**src/rtl/dwt97_pkg.sv**
```systemverilog
package dwt97_pkg;
  // Symmetric pair count of the longer filter (centre plus four mirror pairs)
  localparam int NPAIR  = 5;
  localparam int TAPS   = 2 * NPAIR - 1;
  // Coefficient magnitude bits for the shift-add networks
  localparam int CMAG_W = 10;
  // Register stages from the capture edge to the output register
  localparam int LAT    = 4;
  // Quantized to 1/256, centre tap first, then outward
  localparam int LP_K [NPAIR] = '{154, 68, -20, -4, 7};
  localparam int HP_K [NPAIR] = '{285, -151, -15, 23, 0};
endpackage

```
**src/rtl/dwt97_window.sv**
```systemverilog
module dwt97_window #(
  parameter int IN_W = 12,
  parameter int TAPS = 9
) (
  input  logic                   clk,
  input  logic                   rst_n,
  input  logic signed [IN_W-1:0] din,
  output logic signed [IN_W-1:0] tap_o [TAPS],
  output logic                   full_o,
  output logic                   odd_o
);
  localparam int CW = $clog2(TAPS + 1);

  logic signed [IN_W-1:0] tap_q [TAPS];
  logic signed [IN_W-1:0] tap_d [TAPS];
  logic [CW-1:0]          cnt_q, cnt_d;
  logic                   odd_q, odd_d;

  always_comb begin
    tap_d[0] = din;
    for (int i = 1; i < TAPS; i++) tap_d[i] = tap_q[i-1];
    cnt_d = (cnt_q == CW'(TAPS)) ? cnt_q : cnt_q + 1'b1;
    odd_d = ~odd_q;
  end

  always_ff @(posedge clk or negedge rst_n) begin
    if (!rst_n) begin
      for (int i = 0; i < TAPS; i++) tap_q[i] <= '0;
      cnt_q <= '0;
      odd_q <= 1'b1;
    end else begin
      tap_q <= tap_d;
      cnt_q <= cnt_d;
      odd_q <= odd_d;
    end
  end

  assign tap_o  = tap_q;
  assign full_o = (cnt_q == CW'(TAPS));
  assign odd_o  = odd_q;
endmodule

```
**src/rtl/dwt97_pre.sv**
```systemverilog
module dwt97_pre #(
  parameter int IN_W = 12,
  parameter int TAPS = 9
) (
  input  logic                   clk,
  input  logic                   rst_n,
  input  logic signed [IN_W-1:0] tap_i [TAPS],
  input  logic                   full_i,
  input  logic                   odd_i,
  output logic signed [IN_W:0]   pair_o [(TAPS+1)/2],
  output logic                   vld_o,
  output logic                   hi_o
);
  localparam int NP = (TAPS + 1) / 2;
  localparam int C  = TAPS / 2;

  logic signed [IN_W:0] pair_q [NP];
  logic signed [IN_W:0] pair_d [NP];
  logic                 vld_q, hi_q;

  always_comb begin
    pair_d[0] = {tap_i[C][IN_W-1], tap_i[C]};
    for (int j = 1; j < NP; j++)
      pair_d[j] = {tap_i[C-j][IN_W-1], tap_i[C-j]} + {tap_i[C+j][IN_W-1], tap_i[C+j]};
  end

  always_ff @(posedge clk or negedge rst_n) begin
    if (!rst_n) begin
      for (int j = 0; j < NP; j++) pair_q[j] <= '0;
      vld_q <= 1'b0;
      hi_q  <= 1'b0;
    end else begin
      pair_q <= pair_d;
      vld_q  <= full_i;
      hi_q   <= odd_i;
    end
  end

  assign pair_o = pair_q;
  assign vld_o  = vld_q;
  assign hi_o   = hi_q;
endmodule

```
**src/rtl/dwt97_cmul.sv**
```systemverilog
module dwt97_cmul
  import dwt97_pkg::*;
#(
  parameter int AW = 13,
  parameter int PW = 24,
  parameter int NP = 5
) (
  input  logic                 clk,
  input  logic                 rst_n,
  input  logic signed [AW-1:0] pair_i [NP],
  input  logic                 vld_i,
  input  logic                 hi_i,
  output logic signed [PW-1:0] prod_o [NP],
  output logic                 vld_o,
  output logic                 hi_o
);
  logic signed [PW-1:0] prod_d [NP];
  logic signed [PW-1:0] prod_q [NP];
  logic                 vld_q, hi_q;

  // Multiplier-less scaling by a constant: one shifted term per set bit
  function automatic logic signed [PW-1:0] shadd(input logic signed [AW-1:0] a, input int k);
    logic signed [PW-1:0] ext;
    logic signed [PW-1:0] acc;
    int                   m;
    ext = {{(PW-AW){a[AW-1]}}, a};
    acc = '0;
    m   = (k < 0) ? -k : k;
    for (int b = 0; b < CMAG_W; b++)
      if (m[b]) acc = acc + (ext <<< b);
    return (k < 0) ? -acc : acc;
  endfunction

  for (genvar j = 0; j < NP; j++) begin : g_tap
    logic signed [PW-1:0] lo_p, hi_p;
    assign lo_p      = shadd(pair_i[j], LP_K[j]);
    assign hi_p      = shadd(pair_i[j], HP_K[j]);
    assign prod_d[j] = hi_i ? hi_p : lo_p;
  end

  always_ff @(posedge clk or negedge rst_n) begin
    if (!rst_n) begin
      for (int j = 0; j < NP; j++) prod_q[j] <= '0;
      vld_q <= 1'b0;
      hi_q  <= 1'b0;
    end else begin
      prod_q <= prod_d;
      vld_q  <= vld_i;
      hi_q   <= hi_i;
    end
  end

  assign prod_o = prod_q;
  assign vld_o  = vld_q;
  assign hi_o   = hi_q;
endmodule

```
**src/rtl/dwt97_accum.sv**
```systemverilog
module dwt97_accum #(
  parameter int PW    = 24,
  parameter int NP    = 5,
  parameter int OUT_W = 16,
  parameter int FRAC  = 8
) (
  input  logic                    clk,
  input  logic                    rst_n,
  input  logic signed [PW-1:0]    prod_i [NP],
  input  logic                    vld_i,
  input  logic                    hi_i,
  output logic signed [OUT_W-1:0] res_o,
  output logic                    vld_o,
  output logic                    hi_o
);
  localparam int SW = PW + $clog2(NP) + 1;
  localparam int NA = (NP + 1) / 2;
  localparam logic signed [SW-1:0] HALF = SW'(2 ** (FRAC - 1));
  localparam logic signed [SW-1:0] MAXV = SW'(2 ** (OUT_W - 1) - 1);
  localparam logic signed [SW-1:0] MINV = ~MAXV;

  logic signed [SW-1:0]    part_a_d, part_b_d, part_a_q, part_b_q;
  logic signed [SW-1:0]    tot, shr;
  logic signed [OUT_W-1:0] res_d, res_q;
  logic                    vld_c_q, hi_c_q, vld_q, hi_q;

  // Stage C: two partial sums, each at most two adder levels deep
  always_comb begin
    part_a_d = '0;
    part_b_d = '0;
    for (int j = 0; j < NP; j++) begin
      if (j < NA) part_a_d = part_a_d + {{(SW-PW){prod_i[j][PW-1]}}, prod_i[j]};
      else        part_b_d = part_b_d + {{(SW-PW){prod_i[j][PW-1]}}, prod_i[j]};
    end
  end

  // Stage D: final add, round half up, clamp
  always_comb begin
    tot = part_a_q + part_b_q + HALF;
    shr = tot >>> FRAC;
    if (shr > MAXV)      res_d = MAXV[OUT_W-1:0];
    else if (shr < MINV) res_d = MINV[OUT_W-1:0];
    else                 res_d = shr[OUT_W-1:0];
  end

  always_ff @(posedge clk or negedge rst_n) begin
    if (!rst_n) begin
      part_a_q <= '0;
      part_b_q <= '0;
      vld_c_q  <= 1'b0;
      hi_c_q   <= 1'b0;
      res_q    <= '0;
      vld_q    <= 1'b0;
      hi_q     <= 1'b0;
    end else begin
      part_a_q <= part_a_d;
      part_b_q <= part_b_d;
      vld_c_q  <= vld_i;
      hi_c_q   <= hi_i;
      res_q    <= res_d;
      vld_q    <= vld_c_q;
      hi_q     <= hi_c_q;
    end
  end

  assign res_o = res_q;
  assign vld_o = vld_q;
  assign hi_o  = hi_q;
endmodule

```
**src/rtl/dwt97_fold.sv**
```systemverilog
module dwt97_fold
  import dwt97_pkg::*;
#(
  parameter int IN_W  = 12,
  parameter int OUT_W = 16,
  parameter int FRAC  = 8
) (
  input  logic                    clk,
  input  logic                    rst_n,
  input  logic signed [IN_W-1:0]  sample_in,
  output logic                    out_valid,
  output logic                    out_is_high,
  output logic signed [OUT_W-1:0] out_coef
);
  localparam int NP = NPAIR;
  localparam int AW = IN_W + 1;
  localparam int PW = AW + CMAG_W + 1;

  logic signed [IN_W-1:0] tap [TAPS];
  logic                   full, odd;
  logic signed [AW-1:0]   pair [NP];
  logic                   pre_vld, pre_hi;
  logic signed [PW-1:0]   prod [NP];
  logic                   mul_vld, mul_hi;

  dwt97_window #(.IN_W(IN_W), .TAPS(TAPS)) u_window (
    .clk(clk), .rst_n(rst_n), .din(sample_in),
    .tap_o(tap), .full_o(full), .odd_o(odd)
  );

  dwt97_pre #(.IN_W(IN_W), .TAPS(TAPS)) u_pre (
    .clk(clk), .rst_n(rst_n), .tap_i(tap), .full_i(full), .odd_i(odd),
    .pair_o(pair), .vld_o(pre_vld), .hi_o(pre_hi)
  );

  dwt97_cmul #(.AW(AW), .PW(PW), .NP(NP)) u_cmul (
    .clk(clk), .rst_n(rst_n), .pair_i(pair), .vld_i(pre_vld), .hi_i(pre_hi),
    .prod_o(prod), .vld_o(mul_vld), .hi_o(mul_hi)
  );

  dwt97_accum #(.PW(PW), .NP(NP), .OUT_W(OUT_W), .FRAC(FRAC)) u_accum (
    .clk(clk), .rst_n(rst_n), .prod_i(prod), .vld_i(mul_vld), .hi_i(mul_hi),
    .res_o(out_coef), .vld_o(out_valid), .hi_o(out_is_high)
  );
endmodule

```
**config.mk**
```make
export PLATFORM = sky130hd
export DESIGN_NAME = dwt97_fold
export DESIGN_NICKNAME = d
export VERILOG_FILES = /design/src/rtl/dwt97_pkg.sv /design/src/rtl/dwt97_window.sv /design/src/rtl/dwt97_pre.sv /design/src/rtl/dwt97_cmul.sv /design/src/rtl/dwt97_accum.sv /design/src/rtl/dwt97_fold.sv
export SDC_FILE = /design/constraint.sdc
export NUM_CORES = 1
export LEC_CHECK = 0
export ABC_AREA = 0
export BUFFER_PORTS_ARGS = -buffer_cell sky130_fd_sc_hd__buf_2
export CAP_MARGIN = 30
export CORE_ASPECT_RATIO = 1.2
export CORE_MARGIN = 3
export CORE_UTILIZATION = 55
export CTS_CLUSTER_SIZE = 20
export DETAILED_ROUTE_END_ITERATION = 12
export PLACE_DENSITY_LB_ADDON = 0.05
export SLEW_MARGIN = 20
export SYNTH_ARGS = -nofsm -noshare
export SYNTH_HDL_FRONTEND = slang
export SYNTH_SLANG_ARGS = --single-unit
export TNS_END_PERCENT = 10
```
**constraint.sdc**
```tcl
create_clock -name clk -period 10.8 [get_ports clk]
set_clock_uncertainty 0.1 [all_clocks]
set_input_delay 0.54 -clock clk [delete_from_list [all_inputs] [get_ports clk]]
set_output_delay 0.54 -clock clk [all_outputs]
set_load 0.01 [all_outputs]
```
### Yosys cells after proc, flatten, opt, wreduce, memory -nomap -nowiden

Index checks and enable logic that the tools add are counted.
W data, S select, Z words.

* output and inout port bits: 18
* flip-flop bits (word level): 377

* equal/unequal tests: 1
* $add $sub $neg: 35
* magnitude comparators: 2
* mux-type cells: 7
* bitwise operators: 1

Operators with widths (count)
* $mux W24: 5
* $add A15 B15 Y16: 5
* $neg A24 Y24: 3
* $add A13 B14 Y15: 4
* $add A28 B28 Y28: 2
* $add A12 B12 Y13: 4
* $add A24 B24 Y25: 2
* $add A24 B16 Y24: 2
* $add A24 B20 Y24: 2
* $mux W16: 2
* $add A28 B9 Y28 const B: 1
* $add A24 B17 Y24: 1
* $add A24 B19 Y24: 1
* $neg A15 Y24: 1
* $add A15 B19 Y20: 1
* $gt A20 B16 Y1 const B: 1
* $lt A20 B16 Y1 const B: 1
* $add A15 B17 Y18: 1
* $add A16 B17 Y18: 1
* $add A16 B16 Y17: 1
* $add A13 B15 Y16: 1
* $add A12 B14 Y15: 1
* $add A4 B1 Y4 const B: 1
* $eq A4 B4 Y1 const B: 1
* $not A1 Y1: 1

### Depth between registers and ports, before layout

* depth after elaboration: 6
* mapped depth: 26
* gate-level depth less buffers: 26

### Modules after synthesis

Synthesis repeated with hierarchy kept, for this count alone.

* cell total of the unflattened synthesis: 2459
* area, all modules: 26212.6 µm²

Modules (own cells, without submodules)
* dwt97_cmul: cells an instance 1411, area each 13521.7 µm², seq. area each 2802.7 µm², instances 1
* dwt97_accum: cells an instance 568, area each 5896.9 µm², seq. area each 1776.7 µm², instances 1
* dwt97_pre: cells an instance 355, area each 3856.2 µm², seq. area each 1651.6 µm², instances 1
* dwt97_window: cells an instance 125, area each 2937.8 µm², seq. area each 2829.0 µm², instances 1

### Least setup slack after synthesis

OpenSTA, ideal clock, no wires.

* path type: reg2reg
* start: register u_pre.pair_q (netlist bit u_pre.pair_o[39])
* end: register u_cmul.prod_q (netlist bit u_cmul.prod_o[95])
* clock period less this slack: 5.498 ns
* data arrival time: 5.299 ns
* setup slack: 5.302 ns
* required time: 10.601 ns
* stages on the path, launching flop included: 26
* buffers on the path: 0
* cell sequence: dfrtp_1 -> fa_1 -> ha_1 -> inv_1 -> fa_1 -> nor2b_1 -> o21ai_0 -> a21boi_0 -> o21ai_0 -> a21boi_0 -> o21ai_0 -> nand2b_1 -> a21o_1 -> a21oi_1 -> xnor2_1 -> fa_1 -> inv_1 -> ha_1 -> ha_1 -> a21o_1 -> a21o_1 -> a21oi_1 -> o211ai_1 -> a221o_1 -> a21o_1 -> a311oi_1

RTL lines
* start: declaration: line dwt97_pre.sv:17 `logic signed [IN_W:0] pair_q [NP];`
* start signal: assignment: line dwt97_pre.sv:33 `pair_q <= pair_d;`
* end signal: assignment: line dwt97_cmul.sv:47 `prod_q <= prod_d;`
* end: declaration: line dwt97_cmul.sv:18 `logic signed [PW-1:0] prod_q [NP];`

==> insert_results.sql <==
INSERT INTO impl_metrics (metric_group, metric, value, unit) VALUES
('outcome', 'result_of_the_run', 'finished, final reports clean', ''),
('clock_tree', 'clk_transition_reported_paths', '0.06', 'ns'),
('floorplan', 'top_level_ports', '32', ''),
('placement', 'placed_area', '25790', 'um^2'),
('synth', 'synth.ff_latch_count', '351', ''),
('synth', 'synthesis.yosys.warnings', '0', ''),
('placement', 'gp_congestion', '0.8627', ''),
('worst_setup_path', 'critical_path.max_fanout', '7', ''),
('layout', 'antenna_cells', '0', ''),
('placement', 'place_inst', '3052', ''),
('layout', 'areaGrowthSynthToFinish', '9.352', '%'),
('layout', 'layout_common_cells', 'sky130_fd_sc_hd__ha_1, sky130_fd_sc_hd__dfrtp_1, sky130_fd_sc_hd__a21oi_1', ''),
('synth', 'synth_simple_gate_area_share', '9.432', '%'),
('run', 'cap_violations', '0', ''),
('synth', 'synth_enable_flop_cells', '0', ''),
('drt', 'dr_total_vias', '17210', ''),
('floorplan', 'num_rows', '84', ''),
('floorplan', 'start_util', '56.30', '%'),
('timing', 'drv_slew', '0', ''),
('layout', 'finish.instance_area', '27240', 'um^2'),
('synth', 'yosysSeqAreaShare', '35.26', '%'),
('worst_setup_path', 'critPathKind', 'reg2reg', ''),
('layout', 'commonest_non_fill_non_tap_cell_in_the_layout', 'sky130_fd_sc_hd__ha_1', ''),
('timing', 'worst_slew_pin_tran', '0.9156', 'ns'),
('worst_hold_path', 'hp-class', 'reg2reg', ''),
('timing', 'period_share', '55.57', '%'),
('timing', 'fin_tns_setup', '0', 'ns'),
('drt', 'drt-wirelength-per-cell', '16.83', 'um'),
('placement', 'place.port_buffers', '31', ''),
('synth', 'post_synth_mux_area_share', '0.5625', '%'),
('worst_setup_path', 'type_of_element_capturing_the_critical_path', 'flop', ''),
('clock_tree', 'later_pin_clock_latency_in_the_skew_report', '0.56', 'ns'),
('placement', 'place_hpwl', '41760', 'um'),
('floorplan', 'floorplan.die.width', '200.3', 'um'),
('layout', 'final_nets', '2983', ''),
('clock_tree', 'clock_path_buffers', '3', ''),
('grt', 'grt_antenna_before_repair', '3', ''),
('timing', 'setup_viol_count_final', '0', ''),
('synth', 'synthArstFlopShare', '100.0', '%'),
('clock_tree', 'cts_resized', '0', ''),
('timing', 'holdWs', '0.2427', 'ns'),
('synth', 'synthesis.area', '24910', 'um^2'),
('synth', 'syn_area_per_cell', '10.21', 'um^2'),
('floorplan', 'dieHeight', '239.1', 'um'),
('worst_setup_path', 'rrSetupSlack', '4.80', 'ns'),
('timing', 'unrepaired_setup_endpoints_after_global_routing', 'false', ''),
('clock_tree', 'h-tree-depth', '2', ''),
('synth', 'synthesis.nets', '2916', ''),
('grt', 'grt_start_max_net_pins', '157', ''),
('synth', 'synth_adder_area_share', '26.18', '%'),
('worst_setup_path', 'worstSetupStartpointType', 'flop', ''),
('grt', 'grt_pass1_vias', '17440', ''),
('worst_setup_path', 'critPathArrivalTime', '6.36', 'ns'),
('drt', 'drtIter0Drc', '747', ''),
('synth', 'synth_compound_area_share', '16.03', '%'),
('clock_tree', 'cts-buffers-inserted', '38', ''),
('drt', 'detail_route.vias_per_cell', '5.484', ''),
('floorplan', 'die_area', '47890', 'um^2'),
('clock_tree', 'tritoncts_clock_tree', 'yes', ''),
('synth', 'synth_top_family_by_area', 'adder cells', ''),
('floorplan', 'floorplan.core_area', '44250', 'um^2'),
('clock_tree', 'cts.sinks', '351', ''),
('timing', 'slew_headroom', '38.96', '%'),
('layout', 'final_cells', '3138', ''),
('synth', 'synth.distinct_cells', '81', ''),
('timing', 'finalCriticalPeriod', '6.001', 'ns'),
('worst_setup_path', 'req_time_crit_path', '11.16', 'ns'),
('layout', 'final.fill_count', '3619', ''),
('layout', 'layout-drive-gt1-share', '5.994', '%'),
('grt', 'gr-usage-all-layers', '22.39', '%'),
('synth', 'post_synth_xor_area_fraction', '9.206', '%');
synthesized netlist by cell type, types with 4 or more instances:
library cell,count,share of area [%]
sky130_fd_sc_hd__a211o_1,5,0.18
sky130_fd_sc_hd__a211oi_1,9,0.27
sky130_fd_sc_hd__a21boi_0,22,0.66
sky130_fd_sc_hd__a21o_1,92,2.8
sky130_fd_sc_hd__a21oi_1,199,4.0
sky130_fd_sc_hd__a221o_1,6,0.24
sky130_fd_sc_hd__a221oi_1,4,0.14
sky130_fd_sc_hd__a31o_2,7,0.25
sky130_fd_sc_hd__a31oi_1,18,0.45
sky130_fd_sc_hd__and2_1,6,0.15
sky130_fd_sc_hd__and3_1,14,0.35
sky130_fd_sc_hd__buf_1,7,0.11
sky130_fd_sc_hd__clkbuf_1,15,0.23
sky130_fd_sc_hd__dfrtp_1,350,35
sky130_fd_sc_hd__fa_1,97,7.8
sky130_fd_sc_hd__ha_1,366,18
sky130_fd_sc_hd__inv_1,193,2.9
sky130_fd_sc_hd__mux2_2,8,0.36
sky130_fd_sc_hd__mux2i_1,5,0.20
sky130_fd_sc_hd__nand2_1,141,2.1
sky130_fd_sc_hd__nand2b_1,30,0.75
sky130_fd_sc_hd__nand3_1,40,0.80
sky130_fd_sc_hd__nand4_1,5,0.13
sky130_fd_sc_hd__nor2_1,173,2.6
sky130_fd_sc_hd__nor2b_1,30,0.75
sky130_fd_sc_hd__nor3_1,28,0.56
sky130_fd_sc_hd__o211ai_1,9,0.27
sky130_fd_sc_hd__o21a_1,20,0.60
sky130_fd_sc_hd__o21ai_0,132,2.7
sky130_fd_sc_hd__o21bai_1,29,0.87
sky130_fd_sc_hd__o31a_1,6,0.21
sky130_fd_sc_hd__o31ai_1,12,0.36
sky130_fd_sc_hd__o41ai_1,11,0.39
sky130_fd_sc_hd__or2_2,10,0.25
sky130_fd_sc_hd__or3_1,10,0.25
sky130_fd_sc_hd__xnor2_1,185,6.5
sky130_fd_sc_hd__xor2_1,75,2.6
worst paths after layout:
| check | start | end | depth (start not counted) |
|---|---|---|---|
| min reg2reg | u_window.tap_o[59]$_DFF_PN0_ | u_pre.pair_o[63]$_DFF_PN0_ | 0 |
| min in group asynchronous | rst_n | u_accum.res_o[6]$_DFF_PN0_ | 2 |
| max reg2reg | u_pre.pair_o[42]$_DFF_PN0_ | u_cmul.prod_o[94]$_DFF_PN0_ | 23 |
| max in group asynchronous | rst_n | u_pre.hi_o$_DFF_PN0_ | 3 |
| max | u_pre.pair_o[42]$_DFF_PN0_ | u_cmul.prod_o[94]$_DFF_PN0_ | 23 |
| min | u_window.tap_o[59]$_DFF_PN0_ | u_pre.pair_o[63]$_DFF_PN0_ | 0 |
worst max-delay path: cells and delay by family, from the launching register on:
family | cells | cell delay [ns]
flops | 1 | 0.60
buf+inv | 1 | 0.04
compound gates | 14 | 2.82
simple gates | 1 | 0.07
xor+xnor | 2 | 0.28
fa+ha+maj | 5 | 1.99
registers in the layout, indices dropped and copies added, names as in the netlist:
name and count:
u_accum.part_a_q 28, u_accum.part_b_q 25, u_window.odd_o 1, u_pre.hi_o 1, u_accum.vld_c_q 1, u_accum.vld_o 1, u_accum.hi_o 1, u_cmul.hi_o 1
u_cmul.prod_o 110, u_accum.hi_c_q 1, u_window.cnt_q 4, u_accum.res_o 16, u_pre.vld_o 1, u_pre.pair_o 64, u_window.tap_o 95, u_cmul.vld_o 1
cells by family (layout without fill, tap and decap cells):
group | Yosys count | count (layout)
compound gates | 623 | 623
simple gates | 508 | 508
fa+ha+maj | 463 | 463
flops | 351 | 351
xor+xnor | 261 | 261
buf+inv | 220 | 317
mux | 13 | 13
per-stage QoR:
stage / setup slack (ns) / util, %
2_1_floorplan: 5.302 / -
3_3_place_gp: 4.939 / 58.28
3_5_place_dp: 4.842 / 58.28
4_1_cts: 4.790 / 61.49
5_1_grt: 4.288 / 61.57
6_report: 4.799 / 61.57
layer usage:
layer,GRT usage (%),part of all wire [%],routed length (um)
met5,0,0,0
met4,9.244,4.1,2162
met3,2.778,3.0,1575
met2,38.37,47,25000
met1,29.07,46,24090
final cells by class:
| class | instances | area [um^2] | area share, % |
|---|---|---|---|
| clock inverter | 20 | 225.2 | 0.8268 |
| multi-input combinational | 1868 | 15300 | 56.15 |
| inverter | 195 | 732.0 | 2.687 |
| tap | 602 | 753.2 | 2.765 |
| sequential | 351 | 8788 | 32.26 |
| clock buffer | 50 | 1067 | 3.918 |
| timing repair buffer | 52 | 377.9 | 1.387 |
what timing repair did:
| action | 4_1_cts | 5_1_grt |
|---|---|---|
| hold buffers | 13 | 0 |
| hold endpoints to repair | 42 | 0 |
| setup buffers | 0 | 0 |
Power is not shown: default switching activity piles up to over one toggle a cycle in this logic, so the estimate is an artifact.
